File: config.mk
export PLATFORM = sky130hd
export DESIGN_NAME = irq_aggregator
export DESIGN_NICKNAME = d
export VERILOG_FILES = /design/src/rtl/irqagg_pkg.sv /design/src/rtl/irqagg_evt_word.sv /design/src/rtl/irqagg_cfg.sv /design/src/rtl/irqagg_blank.sv /design/src/rtl/irq_aggregator.sv
export SDC_FILE = /design/constraint.sdc
export NUM_CORES = 1
export LEC_CHECK = 0
export BUFFER_PORTS_ARGS = -buffer_cell sky130_fd_sc_hd__buf_4
export CAP_MARGIN = 20
export CORE_MARGIN = 5
export CORE_UTILIZATION = 44
export CTS_CLUSTER_DIAMETER = 100
export CTS_CLUSTER_SIZE = 25
export DETAILED_ROUTE_END_ITERATION = 7
export HOLD_SLACK_MARGIN = 0.02
export PLACE_DENSITY_LB_ADDON = 0.12
export SETUP_SLACK_MARGIN = 0.05
export SYNTH_ARGS = -nofsm -noshare
export SYNTH_HDL_FRONTEND = slang
export SYNTH_HIERARCHICAL = 1
export SYNTH_SLANG_ARGS = --single-unit
File: constraint.sdc
create_clock -name clk -period 0.9 [get_ports clk]
set_input_delay 0.09 -clock clk [delete_from_list [all_inputs] [get_ports clk]]
set_output_delay 0.09 -clock clk [all_outputs]
set_load 0.01 [all_outputs]
File: src/rtl/irqagg_pkg.sv
// Package: shared register-select encoding for the interrupt aggregator.
// Assumes a 3-bit select; codes 5..7 are unused and must be ignored.
package irqagg_pkg;
    localparam int SEL_W = 3;

    typedef enum logic [SEL_W-1:0] {
        SEL_EVT_LO  = 3'd0,
        SEL_EVT_HI  = 3'd1,
        SEL_MASK_LO = 3'd2,
        SEL_MASK_HI = 3'd3,
        SEL_SUMMARY = 3'd4
    } reg_sel_e;
endpackage

File: src/rtl/irqagg_evt_word.sv
// Module: one sticky event word.
// Each bit is set by a one-cycle pulse on its set line and cleared by a
// write-one-to-clear strobe. A set pulse overrides a clear on the same bit.
// Assumes: synchronous active-low reset; set lines are already synchronous.
module irqagg_evt_word #(
    parameter int W = 8
) (
    input  logic         clk,
    input  logic         rst_n,
    input  logic [W-1:0] set_i,
    input  logic         clr_we_i,
    input  logic [W-1:0] clr_data_i,
    output logic [W-1:0] evt_o
);
    logic [W-1:0] evt_q;
    logic [W-1:0] clr_mask;

    // Bits that the current write asks to clear.
    assign clr_mask = clr_we_i ? clr_data_i : '0;

    for (genvar b = 0; b < W; b++) begin : g_bit
        // Sticky bit: set has priority, then write-one-to-clear.
        always_ff @(posedge clk) begin
            if (!rst_n)          evt_q[b] <= 1'b0;
            else if (set_i[b])   evt_q[b] <= 1'b1;
            else if (clr_mask[b]) evt_q[b] <= 1'b0;
        end
    end

    assign evt_o = evt_q;


    set_wins_chk: assert property (@(posedge clk) disable iff (!rst_n)
        (set_i != '0) |=> ((evt_o & $past(set_i)) == $past(set_i)));


    no_spurious_clear_chk: assert property (@(posedge clk) disable iff (!rst_n)
        (($past(evt_o) & ~evt_o & ~$past(clr_mask)) == '0));
endmodule

File: src/rtl/irqagg_cfg.sv
// Module: mask and summary-mask registers.
// Holds the low and high mask words and the 2-bit summary mask. Unused
// select codes leave all state untouched.
// Assumes: W >= 2 so the summary fits in the data word.
module irqagg_cfg
    import irqagg_pkg::*;
#(
    parameter int W = 8
) (
    input  logic             clk,
    input  logic             rst_n,
    input  logic             wr_en_i,
    input  logic [SEL_W-1:0] wr_sel_i,
    input  logic [W-1:0]     wr_data_i,
    output logic [W-1:0]     mask_lo_o,
    output logic [W-1:0]     mask_hi_o,
    output logic [1:0]       summary_o
);
    logic [W-1:0] mask_lo_q;
    logic [W-1:0] mask_hi_q;
    logic [1:0]   summary_q;

    // Register writes to the three configuration selects.
    always_ff @(posedge clk) begin
        if (!rst_n) begin
            mask_lo_q <= '0;
            mask_hi_q <= '0;
            summary_q <= '0;
        end else if (wr_en_i) begin
            case (reg_sel_e'(wr_sel_i))
                SEL_MASK_LO: mask_lo_q <= wr_data_i;
                SEL_MASK_HI: mask_hi_q <= wr_data_i;
                SEL_SUMMARY: summary_q <= wr_data_i[1:0];
                default: ;
            endcase
        end
    end

    assign mask_lo_o = mask_lo_q;
    assign mask_hi_o = mask_hi_q;
    assign summary_o = summary_q;


    unused_sel_chk: assert property (@(posedge clk) disable iff (!rst_n)
        (wr_en_i && wr_sel_i > 3'd4) |=>
        ($stable(mask_lo_o) && $stable(mask_hi_o) && $stable(summary_o)));
endmodule

File: src/rtl/irqagg_blank.sv
// Module: interrupt blanking window tracker.
// Opens on any event-word write and stays open while the serial
// transaction remains active. Provides the next-state blank level so the
// interrupt register drops on the same edge as the write.
// Assumes: xact_i is synchronous to clk.
module irqagg_blank (
    input  logic clk,
    input  logic rst_n,
    input  logic evt_wr_i,
    input  logic xact_i,
    output logic blank_nxt_o
);
    logic blank_q;

    // Window opens on an event write, persists while the transaction is open.
    assign blank_nxt_o = evt_wr_i | (blank_q & xact_i);

    // Window state register.
    always_ff @(posedge clk) begin
        if (!rst_n) blank_q <= 1'b0;
        else        blank_q <= blank_nxt_o;
    end


    blank_hold_chk: assert property (@(posedge clk) disable iff (!rst_n)
        (blank_q && xact_i) |=> blank_q);
endmodule

File: src/rtl/irq_aggregator.sv
// Module: masked event interrupt aggregator (top).
// Two sticky event words, per-word masks, a summary mask and a registered
// interrupt output that is blanked across any transaction that writes an
// event word.
// Assumes: EVW >= 2; synchronous active-low reset; all inputs synchronous.
module irq_aggregator
    import irqagg_pkg::*;
#(
    parameter int EVW = 8
) (
    input  logic             clk,
    input  logic             rst_n,
    input  logic [EVW-1:0]   set_lo_i,
    input  logic [EVW-1:0]   set_hi_i,
    input  logic             xact_active_i,
    input  logic             wr_en_i,
    input  logic [SEL_W-1:0] wr_sel_i,
    input  logic [EVW-1:0]   wr_data_i,
    output logic             irq_o,
    output logic [EVW-1:0]   evt_lo_o,
    output logic [EVW-1:0]   evt_hi_o
);
    logic           wr_evt_lo;
    logic           wr_evt_hi;
    logic           evt_wr;
    logic [EVW-1:0] mask_lo;
    logic [EVW-1:0] mask_hi;
    logic [1:0]     summary;
    logic           blank_nxt;
    logic           pend_any;
    logic           irq_q;

    // Decode writes aimed at the event words.
    assign wr_evt_lo = wr_en_i && (reg_sel_e'(wr_sel_i) == SEL_EVT_LO);
    assign wr_evt_hi = wr_en_i && (reg_sel_e'(wr_sel_i) == SEL_EVT_HI);
    assign evt_wr    = wr_evt_lo | wr_evt_hi;

    irqagg_evt_word #(.W(EVW)) u_evt_lo (
        .clk        (clk),
        .rst_n      (rst_n),
        .set_i      (set_lo_i),
        .clr_we_i   (wr_evt_lo),
        .clr_data_i (wr_data_i),
        .evt_o      (evt_lo_o)
    );

    irqagg_evt_word #(.W(EVW)) u_evt_hi (
        .clk        (clk),
        .rst_n      (rst_n),
        .set_i      (set_hi_i),
        .clr_we_i   (wr_evt_hi),
        .clr_data_i (wr_data_i),
        .evt_o      (evt_hi_o)
    );

    irqagg_cfg #(.W(EVW)) u_cfg (
        .clk       (clk),
        .rst_n     (rst_n),
        .wr_en_i   (wr_en_i),
        .wr_sel_i  (wr_sel_i),
        .wr_data_i (wr_data_i),
        .mask_lo_o (mask_lo),
        .mask_hi_o (mask_hi),
        .summary_o (summary)
    );

    irqagg_blank u_blank (
        .clk         (clk),
        .rst_n       (rst_n),
        .evt_wr_i    (evt_wr),
        .xact_i      (xact_active_i),
        .blank_nxt_o (blank_nxt)
    );

    // Enabled pending condition from current event and mask state.
    assign pend_any = ((|(evt_lo_o & mask_lo)) & summary[0])
                    | ((|(evt_hi_o & mask_hi)) & summary[1]);

    // Registered interrupt, forced low inside the blanking window.
    always_ff @(posedge clk) begin
        if (!rst_n) irq_q <= 1'b0;
        else        irq_q <= pend_any & ~blank_nxt;
    end

    assign irq_o = irq_q;


    irq_blank_chk: assert property (@(posedge clk) disable iff (!rst_n)
        evt_wr |=> !irq_o);


    irq_source_chk: assert property (@(posedge clk) disable iff (!rst_n)
        irq_o |-> $past(pend_any));
endmodule

==> results of run 1 <==
worst min-delay path by stage:
stage / startpoint / endpoint / slack, ns
after floorplan: wr_data_i[7] / u_evt_lo/evt_o[7] / 0.19
after global placement: wr_data_i[0] / u_evt_lo/evt_o[0] / 0.30
after detailed placement: wr_data_i[3] / u_evt_lo/evt_o[3] / 0.30
after CTS: xact_active_i / u_blank/blank_q / 0.08
after global routing: xact_active_i / u_blank/blank_q / 0.07
final: xact_active_i / u_blank/blank_q / 0.08
cell families (layout without fill, tap and decap cells):
kind of cell | count (synthesis) | in the layout | share of synthesized area, %
buffers and inverters | 23 | 117 | 7.53
multiplexers | 18 | 18 | 12.3
AO/OA/AOI/OAI | 42 | 42 | 18.3
AND/OR/NAND/NOR | 37 | 37 | 12.5
flip-flops | 36 | 36 | 49.3
cells in the mapped netlist, drive strengths merged:
master / count / area share [%]
a22oi: 8 / 4.8
inv: 16 / 4.1
a31oi: 16 / 6.8
nand4: 2 / 0.86
mux2i: 18 / 12
and4bb: 1 / 0.86
nand2: 26 / 6.7
and2: 3 / 1.3
nor3b: 1 / 0.51
nand4bb: 1 / 0.77
buf: 7 / 3.4
a32o: 1 / 0.68
o21ai: 16 / 5.5
nor2b: 2 / 0.86
and4b: 1 / 0.68
dfxtp: 36 / 49
a21o: 1 / 0.51
state kept, by name, indices dropped and copies added, names as in the netlist:
signal and flops:
irq_o 1, u_blank/blank_q 1, u_cfg/mask_hi_o 8, u_cfg/mask_lo_o 8
u_cfg/summary_o 2, u_evt_hi/evt_o 8, u_evt_lo/evt_o 8
per-layer routing:
metal	track usage (%)	vias to the layer above	wire [um]
met1	22.1	707	1760
met3	4.16	10	185
met2	37.5	38	2260
met5	0	-	0
li1	-	737	-
met4	9.62	0	68
cell usage in the layout (no fill, tap or decap), types with 3 or more instances in the layout:
cell type	netlist	routed
nand2_1	26	26
buf_6	2	32
inv_1	16	16
dfxtp_1	36	20
a31oi_1	16	16
buf_4	1	35
a22oi_2	2	7
clkbuf_4	0	5
o21ai_0	16	14
dlygate4sd3_1	0	24
and2_1	3	3
dfxtp_2	0	16
mux2i_1	18	18
worst max-delay path, cell delays in order (launching register included):
cell and delay, ns:
dfxtp_2 0.35, a22oi_2 0.20, nand4_1 0.13, a32o_1 0.24
power breakdown:
| part | total [mW] | internal, mW | leakage, nW | switching (mW) |
|---|---|---|---|---|
| clock | 0.901 | 0.372 | 0.0380 | 0.529 |
| sequential | 1.74 | 1.68 | 0.299 | 0.0604 |
| combinational | 0.673 | 0.420 | 0.801 | 0.253 |
| total | 3.31 | 2.47 | 1.14 | 0.843 |
stage by stage:
step | utilization (%) | cells | setup slack (ns) | setup TNS, ns
3_5_place_dp | 61.7 | 264 | -0.226 | -3.73
5_1_grt | 75.6 | 296 | -0.137 | -2.03
4_1_cts | 75.0 | 296 | -0.112 | -1.60
2_1_floorplan | - | 156 | -0.00344 | -0.00344
6_report | 75.6 | 296 | -0.112 | -1.45
3_3_place_gp | 61.7 | 264 | -0.149 | -2.58
layout make-up:
type | count | area [um2] | share of cell area [%]
clock buffers | 6 | 51.3 | 2.07
clock inverters | 2 | 10.0 | 0.403
inverters | 16 | 60.1 | 2.42
multi-input cells | 97 | 661 | 26.6
flip-flops and latches | 36 | 741 | 29.8
well taps | 46 | 57.6 | 2.32
repair buffers | 93 | 903 | 36.4
repair_timing:
action	in CTS	in global routing
pin swaps	2	3
resized for setup	41	6
endpoints found under the hold margin	16	0
hold buffers	24	0
setup endpoints to repair	18	20
==> results.ini, run 1 <==
[pwr]
leakage_nw = 1.14
vdd_drop_max_uv = 1070
total_power_mw = 3.31
pwr_density_cell_nw_per_um2 = 1330

[placed_design]
detailed_place_hpwl_um = 2830
numPortBuffers = 47
gp_congestion = 0.767
dpl_cell_area_um2 = 2030

[setup_path]
critPathRequiredTime_ns = 1.14
path_class = flip-flop to flip-flop
cp-start-kind = flip-flop
critPathLaunch = u_evt_lo/evt_o[1]
path_max_fanout = 3
crit_path_end_kind = flip-flop
worstPathArrival_ns = 1.25
worstReg2RegStart = u_evt_lo/evt_o[1]
r2r_slack_ns = -0.11
endpoint = irq_o
rr_worst_depth = 3
r2r_end = irq_o

[routing]
routedWlPerCell_um = 14.4
route.detailed.drc = 0
ant_nets = 0
wl_um = 4270
first_pass_iters = 4
viasPerCell = 5.04
first_iter_violations = 111
num_vias = 1492

[sta]
worstMarginPinSlew_ns = 0.517
fin_crit_sh_pct = 112
min_period_ns = 1.01
fmax_ghz = 0.988
skew_ns = 0.00266
finalSetupViolCount = 16
drv_slew = 0
rsz0062_at_grt = true
worst_slack_ns = -0.112
final_hold_viol_count = 0
slew_headroom_pct = 65.5
whs_ns = 0.0827

[global_route]
grt.total_usage_pct = 20.4
grt_max_degree = 26
antenna_found_initial = 0
grt_pass1_vias = 1528
globalRouteOverflowTotal = 0
grt_pass1_wl_um = 6770

[clock_network]
root_buffer = clkbuf_4
numCtsBuffers = 5
htree_levels = 2
clock_latency_ns = 0.33
cts_sinks = 36
cts_tree = built
clkTransAtPathRegs_ns = 0.11
postCtsSetupBuffers = 0
clk_path_buf_depth = 2

[finish]
nFillCells = 246
area_growth_pct = 69.9
drive_gt1_share_pct = 40.8
n_antenna_cell = 0
fin_area_um2 = 2480
nets = 280

[logic_synthesis]
post_synth_inst_count = 156
synth_fp_nets = 187
netlist_area_um2 = 1460
yosysSeqAreaShare_pct = 49.3
synth-seq-cells = 36
synth.avg_cell_area_um2 = 9.37
ys_warn_count = 6
ys_types = 20

[min_path]
min_path_cells = 3
holdCritPathClass = input port to flip-flop

[floorplanning]
dieArea_um2 = 4570
start_util_pct = 44.5
pin_count = 48
die_y_um = 67.6
core_area_um2 = 3280
rows = 21
die_width_um = 67.6

[run]
maxCapViolCount = 0

[run_status]
status = finished with violations
violations = setup timing

No activity file was read; power rests on OpenSTA's default activity.
==> inputs of run 2 (changes only) <==
- ABC_AREA: default -> 1
- CORE_UTILIZATION: 44 -> 46
==> run 2 against run 1 <==
The flow still finishes with violations (setup timing). Worst hold slack got worse by 0.055 ns. Clock skew rose by 0.0031 ns. Sequential power barely moved. Flip-flop and latch count did not move. Global-route usage fell by 2.8 points. Critical endpoint is now evt_lo_o[7].
==> results.ini, run 2 <==
[logic_synthesis]
post_synth_inst_count = 248
synth_fp_nets = 279
synth_area_leaders = dfxtp_1 44%, nand2_1 19%, nor2_1 9.3%, inv_1 8.2%, nand3_1 5.5%
yosysMostFrequentCell = nand2_1
ys_warn_count = 6
netlist_area_um2 = 1650
synth-seq-cells = 36
ys_types = 14
yosysSeqAreaShare_pct = 43.7
synthArstFlopShare_pct = 0
ys.flop_type = dfxtp_1
synthTopCellsByCount = 83 x nand2_1, 41 x nor2_1, 36 x dfxtp_1, 36 x inv_1, 18 x nand3_1
synth_top_area_cell = dfxtp_1
synth_edf_count = 0
synth_top_area_share_pct = 43.7
synth.avg_cell_area_um2 = 6.65

[sta]
drv_slew = 0
final_hold_viol_count = 0
fmax_ghz = 1.01
slew_headroom_pct = 80.0
finalSetupViolCount = 5
fin_crit_sh_pct = 110
rsz0062_at_grt = true
whs_ns = 0.0272
worst_slack_ns = -0.0862
skew_ns = 0.00576
min_period_ns = 0.986
worstMarginPinSlew_ns = 0.300

[run_status]
status = finished with violations
violations = setup timing

[placed_design]
pre_cts_ws_ns = -0.149
numPortBuffers = 47
dpl_cell_area_um2 = 2100
detailed_place_hpwl_um = 3000
gp_congestion = 0.811

[clock_network]
numCtsBuffers = 5
htree_levels = 2
root_buffer = clkbuf_4
clk_path_buf_depth = 2
cts_sinks = 36
clkTransAtPathRegs_ns = 0.11
cts_tree = built
clock_latency_ns = 0.33

[finish]
multi_input_area_um2 = 748
nFillCells = 266
area_growth_pct = 50.6
nets = 359
n_antenna_cell = 0
final_common_cell = nand2_1
fin_area_um2 = 2490
seq_area_um2 = 742
final_core_util_pct = 72.8
mostFrequentLayoutCells = 82 x nand2_1, 40 x nor2_1, 39 x buf_4
drive_gt1_share_pct = 30.1

[floorplanning]
rows = 21
pin_count = 48
die_width_um = 69.9
core_area_um2 = 3420
dieArea_um2 = 4890
die_y_um = 69.9
start_util_pct = 48.3

[setup_path]
critical_path.top_delay_family = flip-flops
cp-start-kind = flip-flop
max_stage_delay_ns = 0.35
worstPathArrival_ns = 0.90
path_max_fanout = 2
cp_slowest_cell = dfxtp_2
crit_top_cell = buf_6
critPathRequiredTime_ns = 0.81
path_class = flip-flop to output pin
crit_path_end_kind = output pin
crit_chain = buf_6 > buf_6
path_buf_inv = 2

[run]
maxCapViolCount = 0

[global_route]
grt_pass1_vias = 1637
globalRouteOverflowTotal = 0
grt.total_usage_pct = 17.6
grt_max_degree = 23
antenna_found_initial = 0
grt_pass1_wl_um = 6930

[min_path]
holdCritPathClass = input port to flip-flop

[routing]
ant_nets = 0
routedWlPerCell_um = 11.2
wl_um = 4190
first_iter_violations = 51
viasPerCell = 4.55
route.detailed.drc = 0
first_pass_iters = 4
num_vias = 1706

[pwr]
total_power_mw = 3.52
pwr_density_cell_nw_per_um2 = 1420
leakage_nw = 1.27
vdd_drop_max_uv = 1050

==> run 2: changes by cell type after synthesis, sizes merged, moves of 3 or more <==
cell,previous run,this run
nand3,0,18
o21ai,16,0
nor2,0,45
and2,3,0
inv,16,38
a21oi,0,20
a31oi,16,0
nand2,26,85
mux2i,18,0
a22oi,8,0
==> run 2: per-layer routing <==
metal	up-vias	part of all wire (%)	global-route usage [%]
li1	911	-	-
met1	746	43	20.2
met2	42	51	31.8
met3	7	4.4	4.16
met4	0	1.5	6.17
met5	-	0	0
==> run 2: through the flow <==
stage | cells | TNS, ns
after floorplan | 248 | 0
after global placement | 346 | -1.91
after detailed placement | 346 | -2.32
after CTS | 374 | -0.384
after global routing | 375 | -0.891
final | 375 | -0.356
==> run 2: logic make-up after synthesis <==
logic type,after synthesis,share of synthesized area (%)
AOI/OAI and AO/OA,20,6.75
and+or+nand+nor,149,38.3
DFF,36,43.7
buffers and inverters,43,11.3
==> run 2: final cells by class <==
class                           instances  share of cell area [%]
Clock buffer                            6                    1.66
Inverter                               38                    5.74
Tap cell                               46                    2.32
Multi-Input combinational cell        169                    30.1
Timing Repair Buffer                   78                    28.9
Sequential cell                        36                    29.8
Clock inverter                          2                    1.41
==> run 2: worst paths after layout <==
check                      from                 to  slack [ns]  depth (start not counted)
max           u_evt_lo/evt_o[7]        evt_lo_o[7]       -0.09                          2
min                wr_data_i[6]  u_evt_lo/evt_o[6]        0.03                          4
max reg2reg   u_evt_hi/evt_o[7]              irq_o       -0.06                          7
min reg2reg  u_cfg/summary_o[1]              irq_o        0.47                          2
==> run 2: worst register-to-register path, delay by kind of cell, from the launching register on <==
| family | cells | cell delay [ns] |
|---|---|---|
| DFF | 1 | 0.34 |
| and+or+nand+nor | 5 | 0.32 |
| buffers and inverters | 1 | 0.12 |
| AOI/OAI and AO/OA | 1 | 0.06 |
==> run 2: where the power goes <==
group | total (mW) | internal [mW] | switching, mW | leakage (nW)
registers | 1.75 | 1.69 | 0.0599 | 0.300
logic | 0.676 | 0.374 | 0.302 | 0.929
clock network | 1.10 | 0.582 | 0.516 | 0.0422
total | 3.52 | 2.64 | 0.878 | 1.27
==> run 2: repair_timing <==
item / 4_1_cts / 5_1_grt
gates resized for setup: 38 / 2
hold endpoints to repair: 16 / 0
pin swaps: 2 / 0
setup endpoints to repair: 18 / 18
hold buffers: 17 / 0
setup buffers: 3 / 1
==> inputs of run 3 (changes only) <==
- SETUP_SLACK_MARGIN: 0.05 -> 0.15
==> run 3 against run 2 <==
The flow still finishes with violations (setup timing). Routed wire length is 3.3% higher. Flip-flop and latch count unchanged. Count of clock-buffer cells in the layout rose by 1. First-iteration DRC count increased by 35%. Largest power group unchanged. Highest routed layer unchanged.
==> results.ini, run 3 (synthesized netlist as in run 2, its figures left out) <==
[run_status]
status = finished with violations
violations = setup timing

[floorplanning]
die_width_um = 69.9
die_y_um = 69.9
start_util_pct = 48.3
core_area_um2 = 3420
dieArea_um2 = 4890
pin_count = 48
rows = 21

[clock_network]
root_buffer = clkbuf_4
numCtsBuffers = 5
clock_latency_ns = 0.34
clkTransAtPathRegs_ns = 0.10
cts_tree = built
cts_sinks = 36
clk_path_buf_depth = 2
htree_levels = 2

[placed_design]
dpl_cell_area_um2 = 2100
gp_congestion = 0.792
detailed_place_hpwl_um = 2980
numPortBuffers = 47

[setup_path]
r2r_slack_ns = 0.04
rr_worst_depth = 6
critPathLaunch = u_evt_lo/evt_o[3]
r2r_end = irq_o
worstReg2RegStart = u_evt_lo/evt_o[6]
worstPathArrival_ns = 0.89
cp-start-kind = flip-flop
endpoint = evt_lo_o[3]
critPathRequiredTime_ns = 0.81
path_max_fanout = 2
path_class = flip-flop to output pin
crit_path_end_kind = output pin

[sta]
fmax_ghz = 1.02
finalSetupViolCount = 4
drv_slew = 0
worst_slack_ns = -0.0840
final_hold_viol_count = 0
min_period_ns = 0.984
worstMarginPinSlew_ns = 0.335
rsz0062_at_grt = true
whs_ns = 0.0194
fin_crit_sh_pct = 109
slew_headroom_pct = 77.7
skew_ns = 0.00888

[global_route]
grt_max_degree = 23
globalRouteOverflowTotal = 0
grt_pass1_vias = 1611
antenna_found_initial = 0
grt.total_usage_pct = 17.8
grt_pass1_wl_um = 7040

[routing]
routedWlPerCell_um = 11.5
first_iter_violations = 69
viasPerCell = 4.64
first_pass_iters = 4
wl_um = 4320
ant_nets = 0
route.detailed.drc = 0
num_vias = 1739

[min_path]
holdCritPathClass = input port to flip-flop

[pwr]
vdd_drop_max_uv = 1060
p_int_mw = 2.50
power.share.clock_pct = 28.3
pwr_density_cell_nw_per_um2 = 1350
combPwrFrac_pct = 20.0
p_sw_mw = 0.881
leakage_nw = 1.27
switching_share_pct = 26.1
pwr-share-seq_pct = 51.6

[finish]
area_growth_pct = 52.2
nFillCells = 299
final_core_util_pct = 73.5
fin_area_um2 = 2510
drive_gt1_share_pct = 30.7
seq_area_um2 = 746
final_common_cell = nand2_1
multi_input_area_um2 = 771
n_antenna_cell = 0
nets = 360
mostFrequentLayoutCells = 79 x nand2_1, 40 x nor2_1, 38 x buf_4

[run]
maxCapViolCount = 0

[run 3: cell types whose count changed in the layout (fill, tap and decap cells not counted), moves of 2 or more]
cell           change
buf_6              -2
clkbuf_8           +2
dlygate4sd3_1      +4
nand2_1            -3
nand2_2            +3
[run 3: worst min-delay path by stage]
stage / slack [ns] / depth (start not counted) / end / from
4_1_cts: 0.01 / 3 / u_blank/blank_q / xact_active_i
2_1_floorplan: 0.21 / 2 / u_blank/blank_q / rst_n
3_3_place_gp: 0.34 / 3 / u_evt_hi/evt_o[6] / set_hi_i[6]
3_5_place_dp: 0.34 / 3 / u_evt_hi/evt_o[4] / set_hi_i[4]
5_1_grt: 0.01 / 3 / u_blank/blank_q / xact_active_i
6_report: 0.02 / 3 / u_blank/blank_q / xact_active_i
[run 3: timing repair]
action | in CTS | in global routing
endpoints found under the hold margin | 17 | 2
setup buffers | 0 | 3
pin swaps | 11 | 8
hold buffers | 19 | 2
endpoints found under the setup margin | 18 | 19
resized for setup | 33 | 9
[run 3: power groups by stage]
stage,logic (mW),clock network (mW),registers (mW)
floorplan,0.243,0,1.78
global placement,0.540,0,1.76
detailed placement,0.546,0,1.76
CTS,0.649,0.976,1.75
global route,0.738,1.06,1.76
finish,0.678,0.958,1.75
[run 3: metal layers]
layer	up-vias	GRT usage [%]	routed length, um
met5	-	0	0
met4	0	7.45	82
met3	9	5.16	235
met2	43	30.7	2130
met1	780	20.5	1880
li1	907	-	-
[run 3: critical path, cell delays in order, from the launching register on]
cell     delay, ns
dfxtp_2       0.34
buf_6         0.11
buf_6         0.11
[run 3: per-stage QoR]
step / worst slack, ns / cells / total power, mW / setup TNS [ns]
6_report: -0.0840 / 375 / 3.38 / -0.177
2_1_floorplan: 0.0731 / 248 / 2.03 / 0
4_1_cts: -0.0943 / 370 / 3.37 / -0.227
3_5_place_dp: -0.146 / 344 / 2.31 / -2.53
5_1_grt: -0.132 / 375 / 3.56 / -0.819
3_3_place_gp: -0.118 / 344 / 2.30 / -2.02
[run 3: area by class of cell]
class	instances	area share, %
inverter	38	5.68
timing repair buffer	79	29.0
tap	46	2.29
sequential	36	29.7
multi-input combinational	169	30.7
clock buffer	7	2.59
